<file path="src/rtl/bshift_pkg.sv">
package bshift_pkg;
   typedef enum logic [1:0] {
      MODE_SLL  = 2'd0,
      MODE_SRL  = 2'd1,
      MODE_SRA  = 2'd2,
      MODE_ROTL = 2'd3
   } shift_mode_e;
endpackage

</file>
<file path="src/rtl/bshift_bitrev.sv">
module bshift_bitrev #(
   parameter int W = 32
) (
   input  logic         en,
   input  logic [W-1:0] in_word,
   output logic [W-1:0] out_word
);
   logic [W-1:0] flipped;

   for (genvar i = 0; i < W; i++) begin : g_flip
      assign flipped[i] = in_word[W-1-i];
   end

   assign out_word = en ? flipped : in_word;
endmodule

</file>
<file path="src/rtl/bshift_stage.sv">
module bshift_stage #(
   parameter int W = 32,
   parameter int D = 1
) (
   input  logic         en,
   input  logic         rot,
   input  logic         fill,
   input  logic [W-1:0] in_word,
   output logic [W-1:0] out_word
);
   initial begin
      if (D < 1 || D >= W) $error("bshift_stage: distance out of range");
   end

   logic [D-1:0] low_in;

   always_comb begin
      if (rot) low_in = in_word[W-1:W-D];
      else     low_in = {D{fill}};
   end

   assign out_word = en ? {in_word[W-1-D:0], low_in} : in_word;
endmodule

</file>
<file path="src/rtl/barrel_shift4.sv">
module barrel_shift4
   import bshift_pkg::*;
#(
   parameter int WIDTH = 32,
   localparam int SHW = $clog2(WIDTH)
) (
   input  logic [WIDTH-1:0] din,
   input  logic [SHW-1:0]   amt,
   input  logic [1:0]       mode,
   output logic [WIDTH-1:0] dout
);
   initial begin
      if (WIDTH < 2) $error("barrel_shift4: WIDTH must be at least 2");
      if ((1 << SHW) != WIDTH) $error("barrel_shift4: WIDTH must be a power of two");
   end

   logic is_right;
   logic is_rot;
   logic fill_bit;

   always_comb begin
      is_right = (mode == MODE_SRL) || (mode == MODE_SRA);
      is_rot   = (mode == MODE_ROTL);
      fill_bit = (mode == MODE_SRA) && din[WIDTH-1];
   end

   logic [SHW:0][WIDTH-1:0] stg;
   logic [WIDTH-1:0]        pre_word;
   logic [WIDTH-1:0]        post_word;

   bshift_bitrev #(.W(WIDTH)) u_rev_in (
      .en(is_right), .in_word(din), .out_word(pre_word)
   );

   assign stg[0] = pre_word;

   for (genvar k = 0; k < SHW; k++) begin : g_stage
      bshift_stage #(.W(WIDTH), .D(1 << k)) u_stage (
         .en      (amt[k]),
         .rot     (is_rot),
         .fill    (fill_bit),
         .in_word (stg[k]),
         .out_word(stg[k+1])
      );
   end

   bshift_bitrev #(.W(WIDTH)) u_rev_out (
      .en(is_right), .in_word(stg[SHW]), .out_word(post_word)
   );

   assign dout = post_word;
endmodule

</file>
<file path="config.mk">
export PLATFORM = sky130hd
export DESIGN_NAME = barrel_shift4
export DESIGN_NICKNAME = d
export VERILOG_FILES = /design/src/rtl/bshift_pkg.sv /design/src/rtl/bshift_bitrev.sv /design/src/rtl/bshift_stage.sv /design/src/rtl/barrel_shift4.sv
export SDC_FILE = /design/constraint.sdc
export NUM_CORES = 1
export LEC_CHECK = 0
export ABC_AREA = 0
export BUFFER_PORTS_ARGS = -buffer_cell sky130_fd_sc_hd__buf_2
export CORE_MARGIN = 2
export CORE_UTILIZATION = 64
export DETAILED_ROUTE_END_ITERATION = 12
export GPL_ROUTABILITY_DRIVEN = 0
export PLACE_DENSITY = 0.95
export RECOVER_POWER = 100
export SKIP_LAST_GASP = 1
export SLEW_MARGIN = 25
export SYNTH_ARGS = -nofsm -noshare
export SYNTH_HDL_FRONTEND = slang
export SYNTH_SLANG_ARGS = --single-unit
</file>
<file path="constraint.sdc">
create_clock -name vclk -period 5.27
set_input_delay 0.2635 -clock vclk [all_inputs]
set_output_delay 0.2635 -clock vclk [all_outputs]
set_load 0.005 [all_outputs]
</file>
* Yosys cells after proc, flatten, opt, wreduce, memory -nomap -nowiden *
Index checks and enable logic that the tools add are counted.

word-level totals
  flip-flop bits (word level) = 0
  bits of input ports = 39
  output and inout port bits = 32
  word-level logic and storage cells = 17

operators by class
  equal/unequal tests = 3
  multiplexer cells = 12
  reduce and logical (&&, ||, !) cells = 2

operators with widths
  cell                                                              number
  32-bit two-way mux                                                7
  16-bit two-way mux                                                1
  8-bit two-way mux                                                 1
  2-bit == test (second input constant)                             2
  4-bit two-way mux                                                 1
  2-bit by 1-bit == test with 1-bit output (second input constant)  1
  2-bit two-way mux                                                 1
  1-bit logical AND                                                 1
  1-bit logical OR                                                  1
  1-bit two-way mux                                                 1

* Depth between registers and ports, before layout *
Gate-level depths: netlist of run 1.

  depth after elaboration = 14
  depth in mapped cells = 12
  gate-level depth less buffers = 9

* Hierarchy *
A second synthesis of run 1 with hierarchy kept.

unflattened totals
  cells, all modules = 329
  area total of the unflattened synthesis = 3911.3 um^2

modules (own cells, without submodules)
  module                             instances  cells an instance  area an instance (um^2)  sequential area each (um^2)
  bshift_bitrev                      2          36                 544.3                    0.0
  bshift_stage (g_stage[4].u_stage)  1          74                 643.1                    0.0
  bshift_stage (g_stage[0].u_stage)  1          38                 544.3                    0.0
  bshift_stage (g_stage[2].u_stage)  1          45                 540.5                    0.0
  bshift_stage (g_stage[1].u_stage)  1          40                 535.5                    0.0
  bshift_stage (g_stage[3].u_stage)  1          55                 520.5                    0.0
  barrel_shift4                      1          5                  38.8                     0.0

* Worst setup path after synthesis of run 1 *
No wires, ideal clock.

  kind = input to output
  start point = in mode[0]
  end point = out dout[25]
  arrival time = 2.427 ns
  data required time = 5.007 ns
  path slack = 2.580 ns
  cell stages on the path = 9
  cells stage by stage = inv_1 > ha_1 > buf_2 > or2_2 > buf_2 > o221ai_1 > o2bb2ai_1 > mux4_2 > a222oi_1

on the way
  longest elaborated chain between the ends = 10

RTL lines
  element                                                                    line                                      text
  start, declared                                                            barrel_shift4.sv:9                        input logic [1:0] mode,
  2-bit by 1-bit == test with 1-bit output or 2-bit == test (tied branches)  barrel_shift4.sv:22, barrel_shift4.sv:24
  1-bit logical OR                                                           barrel_shift4.sv:22                       is_right = (mode == MODE_SRL) || (mode == MODE_SRA);
  32-bit two-way mux                                                         bshift_bitrev.sv:14                       assign out_word = en ? flipped : in_word;
  32-bit two-way mux or 1-bit two-way mux (tied branches)                    bshift_stage.sv:22, bshift_stage.sv:18
  2-bit two-way mux or 32-bit two-way mux (tied branches)                    bshift_stage.sv:18, bshift_stage.sv:22
  32-bit two-way mux or 4-bit two-way mux (tied branches)                    bshift_stage.sv:22, bshift_stage.sv:18
  32-bit two-way mux or 8-bit two-way mux (tied branches)                    bshift_stage.sv:22, bshift_stage.sv:18
  32-bit two-way mux or 16-bit two-way mux (tied branches)                   bshift_stage.sv:22, bshift_stage.sv:18
  32-bit two-way mux                                                         bshift_stage.sv:22                        assign out_word = en ? {in_word[W-1-D:0], low_in} : in_word;
  32-bit two-way mux (*)                                                     bshift_bitrev.sv:14
  end, declared                                                              barrel_shift4.sv:10                       output logic [WIDTH-1:0] dout

Every way passes the cells marked *; elsewhere a longest branch is shown, timed or not.

* Final worst setup path of run 1 *
  start point = in mode[0]
  end point = out dout[31]

on the way
  longest elaborated chain between the ends = 10

RTL lines
  element                                                                    line
  2-bit by 1-bit == test with 1-bit output or 2-bit == test (tied branches)  barrel_shift4.sv:22, barrel_shift4.sv:24
  1-bit logical OR                                                           barrel_shift4.sv:22
  32-bit two-way mux                                                         bshift_bitrev.sv:14
  1-bit two-way mux or 32-bit two-way mux (tied branches)                    bshift_stage.sv:18, bshift_stage.sv:22
  32-bit two-way mux or 2-bit two-way mux (tied branches)                    bshift_stage.sv:22, bshift_stage.sv:18
  32-bit two-way mux or 4-bit two-way mux (tied branches)                    bshift_stage.sv:22, bshift_stage.sv:18
  32-bit two-way mux or 8-bit two-way mux (tied branches)                    bshift_stage.sv:22, bshift_stage.sv:18
  32-bit two-way mux or 16-bit two-way mux (tied branches)                   bshift_stage.sv:22, bshift_stage.sv:18
  32-bit two-way mux                                                         bshift_stage.sv:22
  32-bit two-way mux (*)                                                     bshift_bitrev.sv:14

Marked as above.

==> metrics.csv, run 1 <==
metric;value;unit
layout-drive-gt1-share;26.88;%
nClkBuffers;0;
drv_cap;0;
p_per_area;144.0;mW/mm2
drc;0;
cp-start-kind;input port;
yosysWarnings;0;
critical_path_class;in2out;
slowest_stage;ha_1;
port-buffer-count;71;
worst_slew_pin_slew;1.091;ns
finalHoldViolCount;0;
rows;27;
slowest_delay;1.00;ns
yosysMostFrequentCell;mux2i_1;
synth_common_cells;68 x mux2i_1, 48 x nand2_1, 36 x nor2_1;
grt_max_degree;46;
postCtsSetupRepairBufs;0;
grt.overflow.total;0;
power;0.5578;mW
syn-num-nets;485;
drt_pre_antenna_iters;9;
rsz0062_at_grt;false;
ios;71;
fill_cells;460;
antenna_found_initial;0;
cp_max_fo;32;
run_status;completed;
path_buf_inv;5;
yosysTopAreaCellShare;18.12;%
netlist_instances;444;
cp_top_family;buffers and inverters;
n_sequential_cell;0;
required;5.01;ns
slew_headroom;27.24;%
crit_cells;12;
viasPerCell;7.973;
leakage;1.582;nW
synth.largest_area_cell;mux2i_1;
worstSetupEndpoint;dout[31];
fmax;237.5;MHz
area_growth;3.098;%
cp_cell_sequence;clkbuf_1 > inv_1 > ha_1 > inv_1 > buf_4 > mux4_2 > nor2_1 > a31o_2 > a2111oi_0 > o21ai_0 > mux2i_1 > clkbuf_1;
avgSynthCellArea;8.460;um2
final_max_slew_viol_count;0;
syn_area;0.003756;mm2
arrival;3.95;ns
drt-total-wl;12.18;mm
regArea;0;um2
ctsHoldBuffers;0;
synth_area_leaders;mux2i_1 18%, mux4_2 17%, mux2_2 9.9%, nand2_1 4.8%, nor2_1 3.6%;
first_global_vias;3970;
hold_class;in2out;
num_vias;4401;
max-vdd-ir-drop;0.07707;mV
die_h;80.61;um
yosysUniqueCellTypes;64;
ctsResizeCount;0;
cp-end-kind;output port;
drtAntennaViolNets;0;
min_period_over_period;79.89;%
die_area;0.006498;mm2
start_util;67.38;%
setup_violations;0;
drt_iter0_drc;947;
wl_per_cell;22.06;um
totalNegativeSetupSlack;0;ns
period_minus_slack;4.210;ns
grt_pass1_wl;19.71;mm
diodes;0;
nNetsFinal;523;
grtUsageTotal;37.42;%
setup.worst_path.start;mode[0];
die_x;80.61;um
dp_hpwl;9.157;mm
core;0.005574;mm2
yosysSeqAreaShare;0;%
## logic make-up after synthesis
family | Yosys count | synth area share [%]
simple gates | 120 | 14.49
fa+ha+maj | 2 | 0.6661
buf+inv | 49 | 10.23
compound gates | 140 | 27.58
mux | 132 | 46.80
xor+xnor | 1 | 0.2332
## area by class of cell
class / instances / area (um2) / share of cell area, %
inverters: 10 / 51.30 / 1.325
repair buffers: 75 / 359.1 / 9.273
multi-input cells: 395 / 3372 / 87.08
well taps: 72 / 90.09 / 2.326
## worst min path at each step
| stage | startpoint | endpoint | slack, ns | cells after the start |
|---|---|---|---|---|
| floorplan | amt[4] | dout[7] | 0.72 | 3 |
| finish | amt[2] | dout[25] | 1.21 | 4 |
| global placement | amt[2] | dout[21] | 1.20 | 5 |
| global route | amt[2] | dout[6] | 1.25 | 4 |
| CTS | amt[2] | dout[6] | 1.22 | 4 |
| detailed placement | amt[2] | dout[6] | 1.22 | 4 |
## routing by layer
metal,share of wire [%],track usage (%),up-vias
met1,34,48.33,2003
met3,14,6.067,84
met2,46,60.67,441
met5,0,0,-
li1,-,-,1873
met4,5.7,17.80,0
## layout by cell type (no fill, tap or decap), types with 3 or more instances in the layout
| master | count |
|---|---|
| buf_2 | 47 |
| a221o_1 | 3 |
| a211oi_1 | 5 |
| mux2_1 | 3 |
| o21ai_0 | 16 |
| nor2b_1 | 4 |
| inv_1 | 8 |
| mux4_2 | 29 |
| a21oi_1 | 18 |
| a22o_1 | 6 |
| a32oi_1 | 5 |
| nand3_1 | 4 |
| nand2b_1 | 9 |
| mux2i_1 | 68 |
| nand2_1 | 48 |
| clkbuf_1 | 19 |
| o21a_1 | 4 |
| a221oi_1 | 5 |
| clkbuf_2 | 3 |
| o22a_1 | 4 |
| a22oi_1 | 10 |
| mux2_2 | 30 |
| o211ai_1 | 9 |
| nor2_1 | 36 |
| o32ai_1 | 3 |
| a2bb2oi_1 | 5 |
| and3_1 | 4 |
| o221ai_1 | 3 |
| o22ai_1 | 19 |
| or2_2 | 4 |
| buf_4 | 4 |
| a222oi_1 | 7 |
## power by group
part,internal (mW),leakage (nW),switching (mW)
Combinational,0.240,1.58,0.318
Sequential,0,0,0
Clock,0,0,0
Total,0.240,1.58,0.318
## stage by stage
step           util (%)  std cells  cell area [um2]  hold slack, ns  setup WS [ns]
2_1_floorplan         -        444             3756          0.7231          2.580
6_report          69.47        552             3872           1.206          1.060
4_1_cts           69.99        552             3901           1.215          1.587
5_1_grt           69.47        552             3872           1.252         0.7705
3_3_place_gp      69.99        552             3901           1.199          1.682
3_5_place_dp      69.99        552             3901           1.216          1.603
Note: power is estimated with default switching activity, not from simulation.
==> inputs of run 2 (changes only) <==
--- a/config.mk
+++ b/config.mk
@@ -5,10 +5,10 @@
 export SDC_FILE = /design/constraint.sdc
 export NUM_CORES = 1
 export LEC_CHECK = 0
-export ABC_AREA = 0
+export ABC_AREA = 1
 export BUFFER_PORTS_ARGS = -buffer_cell sky130_fd_sc_hd__buf_2
 export CORE_MARGIN = 2
-export CORE_UTILIZATION = 64
+export CORE_UTILIZATION = 58
 export DETAILED_ROUTE_END_ITERATION = 12
 export GPL_ROUTABILITY_DRIVEN = 0
 export PLACE_DENSITY = 0.95
==> constraint.sdc (replaced) <==
create_clock -name vclk -period 4.24
set_input_delay 0.212 -clock vclk [all_inputs]
set_output_delay 0.212 -clock vclk [all_outputs]
set_load 0.005 [all_outputs]
==> run 2 against run 1 <==
Critical path depth rose by 3. Combinational power barely moved. Count of clock-buffer cells in the layout did not move. Final area fell by 20%. Sequential share of layout area did not move. Core utilization fell by 4.8 points. Largest power group unchanged.
==> metrics.csv, run 2 <==
metric;value;unit
utilization;64.68;%
layout_common_cells;294 x nand3_1, 254 x nand2_1, 51 x buf_2;
max-vdd-ir-drop;0.2439;mV
period_minus_slack;3.046;ns
leakage;1.716;nW
arrival;2.83;ns
synth_common_cells;293 x nand3_1, 254 x nand2_1, 19 x buf_2;
dp_hpwl;7.936;mm
die_h;75.16;um
multi_input_area;0.002645;mm2
synth.largest_area_cell;nand3_1;
avgSynthCellArea;4.632;um2
yosysSeqAreaShare;0;%
slowest_delay;0.72;ns
synth_area_leaders;nand3_1 50%, nand2_1 32%, buf_2 3.2%, nand2_2 2.6%, buf_1 1.4%;
layout_commonest_cell;nand3_1;
num_vias;4908;
hold_class;in2out;
die_x;75.16;um
drtAntennaViolNets;0;
grt_pass1_wl;17.57;mm
antenna_found_initial;0;
diodes;0;
drt-total-wl;10.62;mm
fill_cells;476;
finalHoldViolCount;0;
netlist_instances;634;
ctsHoldBuffers;0;
drv_cap;0;
p_per_area;178.3;mW/mm2
ios;71;
drc;0;
worst_slew_pin_slew;1.020;ns
area_growth;6.093;%
grt_max_degree;65;
start_util;60.96;%
viasPerCell;6.733;
drt_pre_antenna_iters;7;
syn-num-nets;675;
required;4.03;ns
nClkBuffers;0;
regArea;0;um2
min_period_over_period;71.85;%
syn_area;0.002937;mm2
cp_max_fo;64;
ctsResizeCount;0;
postCtsSetupRepairBufs;0;
first_global_vias;4386;
fmax;328.3;MHz
critPathMostFrequentCell;nand2_1;
port-buffer-count;71;
slew_headroom;31.74;%
drt_iter0_drc;942;
grt.overflow.total;0;
rsz0062_at_grt;false;
layout-drive-gt1-share;11.18;%
rows;25;
yosysTopAreaCellShare;49.94;%
run_status;completed;
critical_path_class;in2out;
worstSetupEndpoint;dout[25];
yosysWarnings;0;
final_max_slew_viol_count;0;
core;0.004817;mm2
n_sequential_cell;0;
totalNegativeSetupSlack;0;ns
nNetsFinal;705;
yosysUniqueCellTypes;18;
cp-start-kind;input port;
setup_violations;0;
yosysMostFrequentCell;nand3_1;
grtUsageTotal;37.82;%
slowest_stage;inv_2;
die_area;0.005648;mm2
cp-end-kind;output port;
cp_cell_sequence;clkbuf_1 > inv_1 > ha_2 > inv_2 > nand2_1 > nand3_2 > nand3_1 > nand3_1 > nand2_1 > o21ai_0 > nand2_1 > nand2_1 > nand3_1 > nand2_1 > clkbuf_1;
setup.worst_path.start;mode[0];
wl_per_cell;14.57;um
## run 2: area by class of cell
| type | instances | area share, % |
|---|---|---|
| Inverter | 9 | 1.084 |
| Timing Repair Buffer | 74 | 11.33 |
| Tap cell | 67 | 2.691 |
| Multi-Input combinational cell | 579 | 84.90 |
## run 2: cell families (layout without fill, tap and decap cells)
group / after synthesis / count (layout) / share of synthesized area [%]
AOI/OAI and AO/OA: 8 / 8 / 2.216
buffers and inverters: 55 / 83 / 9.842
and+or+nand+nor: 569 / 569 / 87.09
adders and majority gates: 2 / 2 / 0.8520
## run 2: worst min path at each step
| stage | start | end | slack [ns] | cells past startpoint |
|---|---|---|---|---|
| 2_1_floorplan | amt[4] | dout[12] | 0.79 | 5 |
| 3_3_place_gp | amt[4] | dout[29] | 0.97 | 5 |
| 4_1_cts | amt[4] | dout[29] | 0.98 | 5 |
| 5_1_grt | amt[4] | dout[20] | 1.05 | 5 |
| 3_5_place_dp | amt[4] | dout[29] | 0.98 | 5 |
| 6_report | amt[4] | dout[29] | 1.02 | 5 |
## run 2: report_power, final
group          total [mW]  leakage (nW)  internal [mW]  switching, mW
combinational       0.556          1.72          0.179          0.376
clock                   0             0              0              0
sequential              0             0              0              0
total               0.556          1.72          0.179          0.376
## run 2: per-layer routing
| layer | track usage (%) | part of all wire (%) | vias to the layer above |
|---|---|---|---|
| met2 | 63.65 | 45 | 438 |
| met4 | 24.95 | 7.8 | 0 |
| met1 | 43.65 | 35 | 2110 |
| li1 | - | - | 2233 |
| met3 | 6.827 | 13 | 127 |
| met5 | 0 | 0 | - |
## run 2: through the flow
stage                     hold slack, ns  worst slack, ns  instance area, um2  std cells  total power [mW]
after floorplan                   0.7877            2.421                2937        634            0.4064
after global placement            0.9728            1.457                3146        729            0.5153
after detailed placement          0.9824            1.331                3146        729            0.5398
after CTS                         0.9806            1.332                3146        729            0.5415
after global routing               1.047           0.8675                3115        729            0.6161
final                              1.018            1.194                3115        729            0.5556
## run 2: worst max-delay path: cells and delay by family
family,cells,cell delay (ns)
AO/OA/AOI/OAI,1,0.22
adder cells (fa/ha/maj),1,0.28
AND/OR/NAND/NOR,9,1.09
buffers and inverters,4,1.00
